File: config.mk
export PLATFORM = sky130hd
export DESIGN_NAME = local_irq_router
export DESIGN_NICKNAME = d
export VERILOG_FILES = /design/src/rtl/lir_pkg.sv /design/src/rtl/lir_ctrl.sv /design/src/rtl/lir_datapath.sv /design/src/rtl/local_irq_router.sv
export SDC_FILE = /design/constraint.sdc
export NUM_CORES = 1
export LEC_CHECK = 0
export BUFFER_PORTS_ARGS = -buffer_cell sky130_fd_sc_hd__buf_4
export CORE_MARGIN = 10
export CORE_UTILIZATION = 32
export CTS_CLUSTER_DIAMETER = 80
export DETAILED_ROUTE_END_ITERATION = 16
export GPL_TIMING_DRIVEN = 0
export SETUP_SLACK_MARGIN = 0.05
export SLEW_MARGIN = 20
export SYNTH_ARGS = -nofsm -noshare
export SYNTH_HDL_FRONTEND = slang
export SYNTH_SLANG_ARGS = --single-unit
File: constraint.sdc
create_clock -name clk -period 6.1 [get_ports clk]
set_clock_uncertainty 0.05 [all_clocks]
set_input_delay 0.61 -clock clk [delete_from_list [all_inputs] [get_ports clk]]
set_output_delay 0.61 -clock clk [all_outputs]
set_load 0.05 [all_outputs]
File: src/rtl/lir_pkg.sv
package lir_pkg;
  localparam int NUM_SRC = 7;
  localparam int ADDR_W = 4;

  localparam logic [ADDR_W-1:0] A_CTL  = 4'd0;
  localparam logic [ADDR_W-1:0] A_PEND = 4'd1;
  localparam logic [ADDR_W-1:0] A_MASK = 4'd2;
  localparam logic [ADDR_W-1:0] A_SET  = 4'd3;
  localparam logic [ADDR_W-1:0] A_CLR  = 4'd4;
  localparam logic [ADDR_W-1:0] A_SEL  = 4'd5;

  typedef enum logic [2:0] {
    RD_NONE, RD_CTL, RD_PEND, RD_MASK, RD_SEL, RD_MAP
  } lirRd_e;

  typedef struct packed {
    logic       maskSet;
    logic       maskClr;
    logic       mapWr;
    logic       selWr;
    logic [2:0] srcIdx;
    lirRd_e     rdSel;
  } lirStrobe_t;

  // strap bits: 0 timer, 1 perf counter, 2 debug channel, 3 software pair
  function automatic logic srcRoutable(input int j, input logic [3:0] strap);
    case (j)
      2:       return strap[0];
      3:       return strap[1];
      4, 5:    return strap[3];
      6:       return strap[2];
      default: return 1'b1;
    endcase
  endfunction
endpackage

File: src/rtl/lir_ctrl.sv
module lir_ctrl
  import lir_pkg::*;
#(
  parameter int CORE_W = 2
) (
  input  logic [CORE_W-1:0] busCore,
  input  logic              busOther,
  input  logic              busWe,
  input  logic [ADDR_W-1:0] busAddr,
  input  logic [CORE_W-1:0] issuerSel,
  output logic [CORE_W-1:0] tgtCore,
  output lirStrobe_t        strb
);
  always_comb begin
    tgtCore = busOther ? issuerSel : busCore;
    strb = '0;
    strb.rdSel = RD_NONE;
    strb.srcIdx = busAddr[2:0];
    if (busAddr[3]) begin
      if (busAddr[2:0] != 3'd7) begin
        strb.rdSel = RD_MAP;
        strb.mapWr = busWe;
      end
    end else begin
      case (busAddr)
        A_CTL:  strb.rdSel = RD_CTL;
        A_PEND: strb.rdSel = RD_PEND;
        A_MASK: strb.rdSel = RD_MASK;
        A_SET:  strb.maskSet = busWe;
        A_CLR:  strb.maskClr = busWe;
        A_SEL: begin
          if (!busOther) begin
            strb.rdSel = RD_SEL;
            strb.selWr = busWe;
          end
        end
        default: ;
      endcase
    end
  end
endmodule

File: src/rtl/lir_datapath.sv
module lir_datapath
  import lir_pkg::*;
#(
  parameter int NUM_CORES   = 4,
  parameter int NUM_PINS    = 6,
  parameter int DATA_W      = 32,
  parameter int DEFAULT_PIN = 0,
  parameter int CORE_W      = 2,
  parameter int PIN_W       = 3
) (
  input  logic                          clk,
  input  logic                          rstN,
  input  logic [NUM_CORES*NUM_SRC-1:0]  srcLevel,
  input  logic [NUM_CORES*4-1:0]        routeStrap,
  input  logic [CORE_W-1:0]             tgtCore,
  input  logic [CORE_W-1:0]             issuerCore,
  input  lirStrobe_t                    strb,
  input  logic [DATA_W-1:0]             wData,
  output logic [DATA_W-1:0]             rData,
  output logic [CORE_W-1:0]             issuerSel,
  output logic [NUM_CORES*NUM_PINS-1:0] coreIrq,
  output logic [NUM_CORES*NUM_SRC-1:0]  maskFlat,
  output logic [NUM_CORES*NUM_SRC-1:0]  pendFlat
);
  localparam int TOT_SRC = NUM_CORES * NUM_SRC;

  logic [NUM_CORES*CORE_W-1:0] selFlat;
  logic [TOT_SRC-1:0]          vldFlat;
  logic [TOT_SRC*PIN_W-1:0]    pinFlat;
  logic                        unusedData;

  assign unusedData = ^wData;

  for (genvar c = 0; c < NUM_CORES; c++) begin : gCore
    logic [NUM_SRC-1:0] maskQ;
    logic [NUM_SRC-1:0] pendQ;
    logic [NUM_SRC-1:0] vldQ;
    logic [PIN_W-1:0]   pinQ [NUM_SRC];
    logic [CORE_W-1:0]  selQ;
    logic [NUM_PINS-1:0] irqV;
    logic               hitMe;

    assign hitMe = (tgtCore == CORE_W'(c));

    always_ff @(posedge clk or negedge rstN) begin
      if (!rstN) begin
        maskQ <= '0;
        pendQ <= '0;
        vldQ  <= '0;
        selQ  <= '0;
        for (int j = 0; j < NUM_SRC; j++) pinQ[j] <= '0;
      end else begin
        pendQ <= srcLevel[c*NUM_SRC +: NUM_SRC];
        if (hitMe) begin
          if (strb.maskSet) maskQ <= maskQ | wData[NUM_SRC-1:0];
          else if (strb.maskClr) maskQ <= maskQ & ~wData[NUM_SRC-1:0];
          if (strb.mapWr) begin
            vldQ[strb.srcIdx] <= wData[DATA_W-1];
            pinQ[strb.srcIdx] <= wData[PIN_W-1:0];
          end
          if (strb.selWr) selQ <= wData[CORE_W-1:0];
        end
      end
    end

    // pin decode: steerable sources follow their destination, others the default pin
    always_comb begin
      irqV = '0;
      for (int j = 0; j < NUM_SRC; j++) begin
        if (pendQ[j] && maskQ[j]) begin
          if (srcRoutable(j, routeStrap[c*4 +: 4])) begin
            if (vldQ[j] && (int'(pinQ[j]) < NUM_PINS)) irqV[pinQ[j]] = 1'b1;
          end else begin
            irqV[DEFAULT_PIN] = 1'b1;
          end
        end
      end
    end

    assign coreIrq[c*NUM_PINS +: NUM_PINS] = irqV;
    assign maskFlat[c*NUM_SRC +: NUM_SRC]  = maskQ;
    assign pendFlat[c*NUM_SRC +: NUM_SRC]  = pendQ;
    assign vldFlat[c*NUM_SRC +: NUM_SRC]   = vldQ;
    assign selFlat[c*CORE_W +: CORE_W]     = selQ;
    for (genvar j = 0; j < NUM_SRC; j++) begin : gPin
      assign pinFlat[(c*NUM_SRC+j)*PIN_W +: PIN_W] = pinQ[j];
    end
  end

  assign issuerSel = selFlat[int'(issuerCore)*CORE_W +: CORE_W];

  always_comb begin
    int srcPos;
    srcPos = int'(tgtCore) * NUM_SRC + int'(strb.srcIdx);
    rData = '0;
    case (strb.rdSel)
      RD_CTL:  rData[3:0] = routeStrap[int'(tgtCore)*4 +: 4];
      RD_PEND: rData[NUM_SRC-1:0] = pendFlat[int'(tgtCore)*NUM_SRC +: NUM_SRC];
      RD_MASK: rData[NUM_SRC-1:0] = maskFlat[int'(tgtCore)*NUM_SRC +: NUM_SRC];
      RD_SEL:  rData[CORE_W-1:0] = selFlat[int'(tgtCore)*CORE_W +: CORE_W];
      RD_MAP: begin
        rData[DATA_W-1]  = vldFlat[srcPos];
        rData[PIN_W-1:0] = pinFlat[srcPos*PIN_W +: PIN_W];
      end
      default: ;
    endcase
  end
endmodule

File: src/rtl/local_irq_router.sv
module local_irq_router
  import lir_pkg::*;
#(
  parameter int NUM_CORES   = 4,
  parameter int NUM_PINS    = 6,
  parameter int DATA_W      = 32,
  parameter int DEFAULT_PIN = 0,
  localparam int CORE_W = (NUM_CORES > 1) ? $clog2(NUM_CORES) : 1,
  localparam int PIN_W  = (NUM_PINS > 1) ? $clog2(NUM_PINS) : 1
) (
  input  logic                          clk,
  input  logic                          rstN,
  input  logic [NUM_CORES*NUM_SRC-1:0]  srcLevel,
  input  logic [NUM_CORES*4-1:0]        routeStrap,
  input  logic [CORE_W-1:0]             busCore,
  input  logic                          busOther,
  input  logic                          busWe,
  input  logic [ADDR_W-1:0]             busAddr,
  input  logic [DATA_W-1:0]             busWData,
  output logic [DATA_W-1:0]             busRData,
  output logic [NUM_CORES*NUM_PINS-1:0] coreIrq
);
  logic [CORE_W-1:0]            tgtCore;
  logic [CORE_W-1:0]            issuerSel;
  lirStrobe_t                   strb;
  logic [NUM_CORES*NUM_SRC-1:0] maskFlat;
  logic [NUM_CORES*NUM_SRC-1:0] pendFlat;

  lir_ctrl #(.CORE_W(CORE_W)) uCtrl (
    .busCore  (busCore),
    .busOther (busOther),
    .busWe    (busWe),
    .busAddr  (busAddr),
    .issuerSel(issuerSel),
    .tgtCore  (tgtCore),
    .strb     (strb)
  );

  lir_datapath #(
    .NUM_CORES  (NUM_CORES),
    .NUM_PINS   (NUM_PINS),
    .DATA_W     (DATA_W),
    .DEFAULT_PIN(DEFAULT_PIN),
    .CORE_W     (CORE_W),
    .PIN_W      (PIN_W)
  ) uPath (
    .clk       (clk),
    .rstN      (rstN),
    .srcLevel  (srcLevel),
    .routeStrap(routeStrap),
    .tgtCore   (tgtCore),
    .issuerCore(busCore),
    .strb      (strb),
    .wData     (busWData),
    .rData     (busRData),
    .issuerSel (issuerSel),
    .coreIrq   (coreIrq),
    .maskFlat  (maskFlat),
    .pendFlat  (pendFlat)
  );
endmodule

-- Yosys cells after proc, flatten, opt, wreduce, memory -nomap -nowiden
Index checks and enable logic that the tools add are counted.
Widths: inputs -> output; s select.
- logic and storage cells: 528
- input port bits: 86
- output and inout bits: 56
- register bits after elaboration: 176
- eq/ne operators: 14
- add/sub/neg operators: 1
- reduce and logical (&&, ||, !) cells: 101
- bitwise operators: 34
- multiplexer cells: 237
- order comparisons: 89
- shift-type cells: 6
- multipliers: 2
- operators with widths (kind ; number):
    $mux 6 ; 56
    $or 6x6->6 ; 24
    $mux 5 ; 28
    $lt 3x4->1 const B ; 29
    $mux 1 ; 95
    $demux 1 s3 ; 29
    $ge 3x1->1 const B ; 29
    $logic_and 1x1->1 ; 86
    $bwmux 21 ; 4
    $lt 3x3->1 const B ; 28
    $shiftx 84x32->3 ; 1
    $shiftx 28x32->7 ; 2
    $mux 7 ; 8
    $add 32x4->32 ; 1
    $lt 32x7->1 const B ; 1
    $mul 32x3->32 const B ; 1
    $and 7x7->7 ; 4
    $bwmux 7 ; 4
    $or 7x7->7 ; 4
    $reduce_and 2->1 ; 12
    $shiftx 16x5->4 ; 1
    $shiftx 8x4->2 ; 2
    $mux 3 ; 4
    $pmux 3 s4 ; 1
    other kinds (24) ; 30

-- Depth between registers and ports, before layout
- word-level depth: 31
- gate-level depth with buffers: 22
- gate-level depth less buffers: 19

-- Cells and area by module
A second synthesis with hierarchy kept.
- cells, all modules: 1152
- area, all modules: 12238.0 sq um
- modules (own cells, without submodules) (module ; cells an instance ; times used ; area an instance (sq um)):
    lir_datapath ; 1134 ; 1 ; 12085.3
    lir_ctrl ; 18 ; 1 ; 152.6

-- Least setup slack after synthesis
Ideal clock, no wire load.
- path kind: input to output
- start: input port busCore[0]
- end: output port busRData[0]
- arrival: 5544 ps
- slack: -104 ps
- cell stages on the path: 21
- data required time: 5440 ps
- cells stage by stage: mux2_2 -> a21oi_1 -> a31o_2 -> buf_2 -> clkbuf_1 -> ha_1 -> ha_1 -> a21o_1 -> a21oi_1 -> xnor2_1 -> ha_1 -> fa_1 -> clkbuf_1 -> clkbuf_1 -> mux4_2 -> o21ai_0 -> o22ai_1 -> nand2_1 -> a21oi_1 -> o221ai_2 -> o2111ai_1
- word-level cells in the longest chain between the ends: 7
- RTL lines (element ; RTL line ; text):
    start, declared ; local_irq_router.sv:15 ; input logic [CORE_W-1:0] busCore,
    $shiftx 8x4->2 ; lir_datapath.sv:90 ; assign issuerSel = selFlat[int'(issuerCore)*CORE_W +: CORE_W];
    $mux 2 (*) ; lir_ctrl.sv:15 ; tgtCore = busOther ? issuerSel : busCore;
    $mul 2x3->5 ; lir_datapath.sv:94, lir_datapath.sv:98, lir_datapath.sv:99 ;
    $add 32x4->32 ; lir_datapath.sv:94 ; srcPos = int'(tgtCore) * NUM_SRC + int'(strb.srcIdx);
    $mul 32x3->32 ; lir_datapath.sv:103 ; rData[PIN_W-1:0] = pinFlat[srcPos*PIN_W +: PIN_W];
    $shiftx 84x32->3 ; lir_datapath.sv:103 ;
    $pmux 2 s5 (*) ; lir_datapath.sv:96 ; case (strb.rdSel)
    end, declared ; local_irq_router.sv:20 ; output logic [DATA_W-1:0] busRData,
Mark *: on every way between the ends. The rest lies on a longest branch, timed or not.

-- Worst setup path after layout
- start: register uPath.gCore[0].selQ[1]
- end: output port busRData[2]
- word-level cells in the longest chain between the ends: 7
- RTL lines (element ; RTL line ; text):
    start, declared ; lir_datapath.sv:39 ; logic [CORE_W-1:0] selQ;
    start signal, assigned ; lir_datapath.sv:61 ; if (strb.selWr) selQ <= wData[CORE_W-1:0];
    $shiftx 8x4->2 (*) ; lir_datapath.sv:90 ;
    $mux 2 (*) ; lir_ctrl.sv:15 ;
    $mul 2x3->5 ; lir_datapath.sv:94, lir_datapath.sv:98, lir_datapath.sv:99 ;
    $add 32x4->32 ; lir_datapath.sv:94 ;
    $mul 32x3->32 ; lir_datapath.sv:103 ;
    $shiftx 84x32->3 ; lir_datapath.sv:103 ;
    $pmux 1 s4 (*) ; lir_datapath.sv:96 ;
Marked as above.

==> flow_metrics.tcl <==
set metrics [dict create \
    status "finished, final reports clean" \
    insertion_delay_ns 0.46 \
    routed_wl_microns 50800 \
    cts_tree "yes" \
    ys_types 68 \
    synth_enable_flop_cells 0 \
    numCtsBuffers 17 \
    power_mw 4.38 \
    worst-setup-path-type "flip-flop to primary output" \
    layoutNonFillerInstCount 1859 \
    post-place-ws_ns -1.31 \
    grt_max_degree 73 \
    layout_commonest_cell "dfrtp_1" \
    nNetsFinal 1442 \
    leakage_nw 6.18 \
    dr.first_iter.drc_count 1402 \
    ys_seq_area_share_pct 35.9 \
    crit_fanout 10 \
    cts.sinks 176 \
    syn_avg_cell_area_sq_um 10.3 \
    slew_viol_final 0 \
    drc_errors 0 \
    grt-ovfl-total 0 \
    coreArea_sq_um 37800 \
    die_w_microns 216 \
    cp.required_ns 5.44 \
    setup_tns_ns 0 \
    cts-root-buf "clkbuf_16" \
    portBuffers 88 \
    placedCellCount 1812 \
    worst_pin_slew_ns 1.17 \
    postRouteAntennaNets 0 \
    cp-end-kind "primary output" \
    path_clk_slew_ns 0.09 \
    hpwl_microns 39300 \
    grt_pass1_vias 11023 \
    die_area_sq_um 46600 \
    grt_pass1_wl_microns 74400 \
    area_growth_pct 21.0 \
    placed_area_sq_um 13700 \
    grt_use_total_pct 21.3 \
    initial_core_util_pct 32.5 \
    max-cap-violations 0 \
    setup_ws_ns 0.146 \
    fmax_ghz 0.168 \
    setup_violations 0 \
    antenna_found_initial 1 \
    synth_seq_cells 176 \
    chipHeight_microns 216 \
    vias 11286 \
    stdcell_area_sq_um 14800 \
    antennaDiodeCount 0 \
    vias_per_cell 6.07 \
    cts.htree.levels 4 \
    postSynthCellCount 1188 \
    min_period_ns 5.95 \
    routabilityCongestion 1.00 \
    cp-start-kind "flip-flop" \
    p_per_area_nw_per_um2 295 \
    post-route-util_pct 39.3 \
    slew_headroom_pct 22.3 \
    final_hold_viol_count 0 \
    min_period_over_period_pct 97.6 \
    final_cell_mix "dfrtp_1, buf_4, mux2_2" \
    yosys_warnings 0 \
    drive_gt1_share_pct 32.1 \
    rsz0062_at_grt "no" \
    hold_class "input port to flip-flop" \
    hold_ws_ns 0.191 \
    crit_arrival_ns 5.29 \
    cts_buffer_depth 2 \
    ir_worst_vdd_uv 241 \
    wl_per_cell_microns 27.3 \
    synth_flop_cell "dfrtp_1" \
    synthArstFlopShare_pct 100 \
    firstDrtPassIters 6 \
    synth_area_sq_um 12300 \
    boundaryPins 142 \
    rows 71 \
]
[final timing paths]
kind,from,end,slack [ns],depth (start not counted)
max in group asynchronous,rstN,uPath.gCore[0].pinQ[16]$_DFFE_PN0P_,4.41,4
min,srcLevel[27],uPath.gCore[3].pendQ[6]$_DFF_PN0_,0.19,1
min reg2reg,uPath.gCore[2].selQ[0]$_DFFE_PN0P_,uPath.gCore[2].selQ[0]$_DFFE_PN0P_,0.49,1
min in group asynchronous,rstN,uPath.gCore[2].pendQ[1]$_DFF_PN0_,0.55,2
max reg2reg,uPath.gCore[0].selQ[1]$_DFFE_PN0P_,uPath.gCore[3].pinQ[20]$_DFFE_PN0P_,2.90,10
max,uPath.gCore[0].selQ[1]$_DFFE_PN0P_,busRData[2],0.15,22
[power by group]
part	internal, mW	switching (mW)	leakage, nW
clock network	0.557	0.573	0.293
logic	0.767	0.978	3.63
registers	1.28	0.225	2.26
[critical path: stages (launching register included)]
cell and delay, ns:
dfrtp_1 0.39, mux2_4 0.27, a21oi_2 0.12, a31o_2 0.13
buf_8 0.10, clkbuf_16 0.13, ha_4 0.21, ha_4 0.21
a21o_1 0.19, a21oi_2 0.19, xnor2_2 0.14, buf_6 0.14
ha_4 0.21, fa_2 0.50, buf_8 0.17, clkbuf_16 0.16
nor2b_2 0.34, a21oi_1 0.18, a32oi_1 0.25, nor2_1 0.09
a31oi_2 0.28, o2bb2ai_2 0.18, buf_4 0.24
[repair_timing]
action | CTS | global route
pin swaps | 15 | 12
hold endpoints to repair | 38 | 0
setup endpoints to repair | 3 | 3
gates resized for setup | 60 | 10
hold buffers | 1 | 0
gates cloned | 0 | 1
setup buffers | 12 | 5
[per-layer routing]
| layer | GRT usage (%) | wire (microns) |
|---|---|---|
| met1 | 28.7 | 21100 |
| met2 | 31.6 | 22400 |
| met3 | 5.22 | 5040 |
| met4 | 10.1 | 2320 |
| met5 | 0 | 0 |
[logic make-up after synthesis]
| family | synth area share, % |
|---|---|
| simple gates | 17.3 |
| mux | 28.8 |
| compound gates | 10.2 |
| flops | 35.9 |
| buf+inv | 4.97 |
| fa+ha+maj | 2.26 |
| xor+xnor | 0.571 |
| other cells | 0.0306 |
[cell type report]
class	instances	area, sq um
clock inverters	15	185
well taps	511	639
inverters	29	111
plain buffers	87	569
clock buffers	17	425
fillers	3704	22900
multi-input cells	916	7620
repair buffers	108	890
flip-flops and latches	176	4400
[Yosys cell counts, types with 4 or more instances]
master	n	share of area, %
o41ai_1	8	0.57
o221ai_1	6	0.43
nor4b_1	5	0.36
xnor2_1	5	0.36
nand4_1	20	1.0
o2111ai_1	7	0.50
o211ai_1	6	0.37
ha_1	19	1.9
o22ai_1	24	1.2
nand3_1	60	2.4
nand2b_1	6	0.31
mux4_1	5	1.1
nand4b_1	7	0.50
nor2_1	76	2.3
mux4_2	57	10
nor3b_1	10	0.61
or3b_2	7	0.50
mux2_2	131	12
a31oi_1	17	0.87
clkbuf_1	40	1.2
buf_4	34	2.1
buf_2	9	0.37
nor2b_1	6	0.31
o21ai_0	37	1.5
nor4_1	9	0.46
or4b_2	4	0.33
nand3b_1	22	1.3
nor3_1	44	1.8
nand2_1	123	3.8
a22oi_1	10	0.61
and2_1	7	0.36
dfrtp_1	176	36
inv_1	26	0.80
a32oi_1	7	0.50
mux2_1	4	0.37
mux2i_1	60	4.9
a2111oi_0	5	0.36
a311oi_1	4	0.29
a21oi_1	31	1.3
Power figures use the tool's default switching activity.
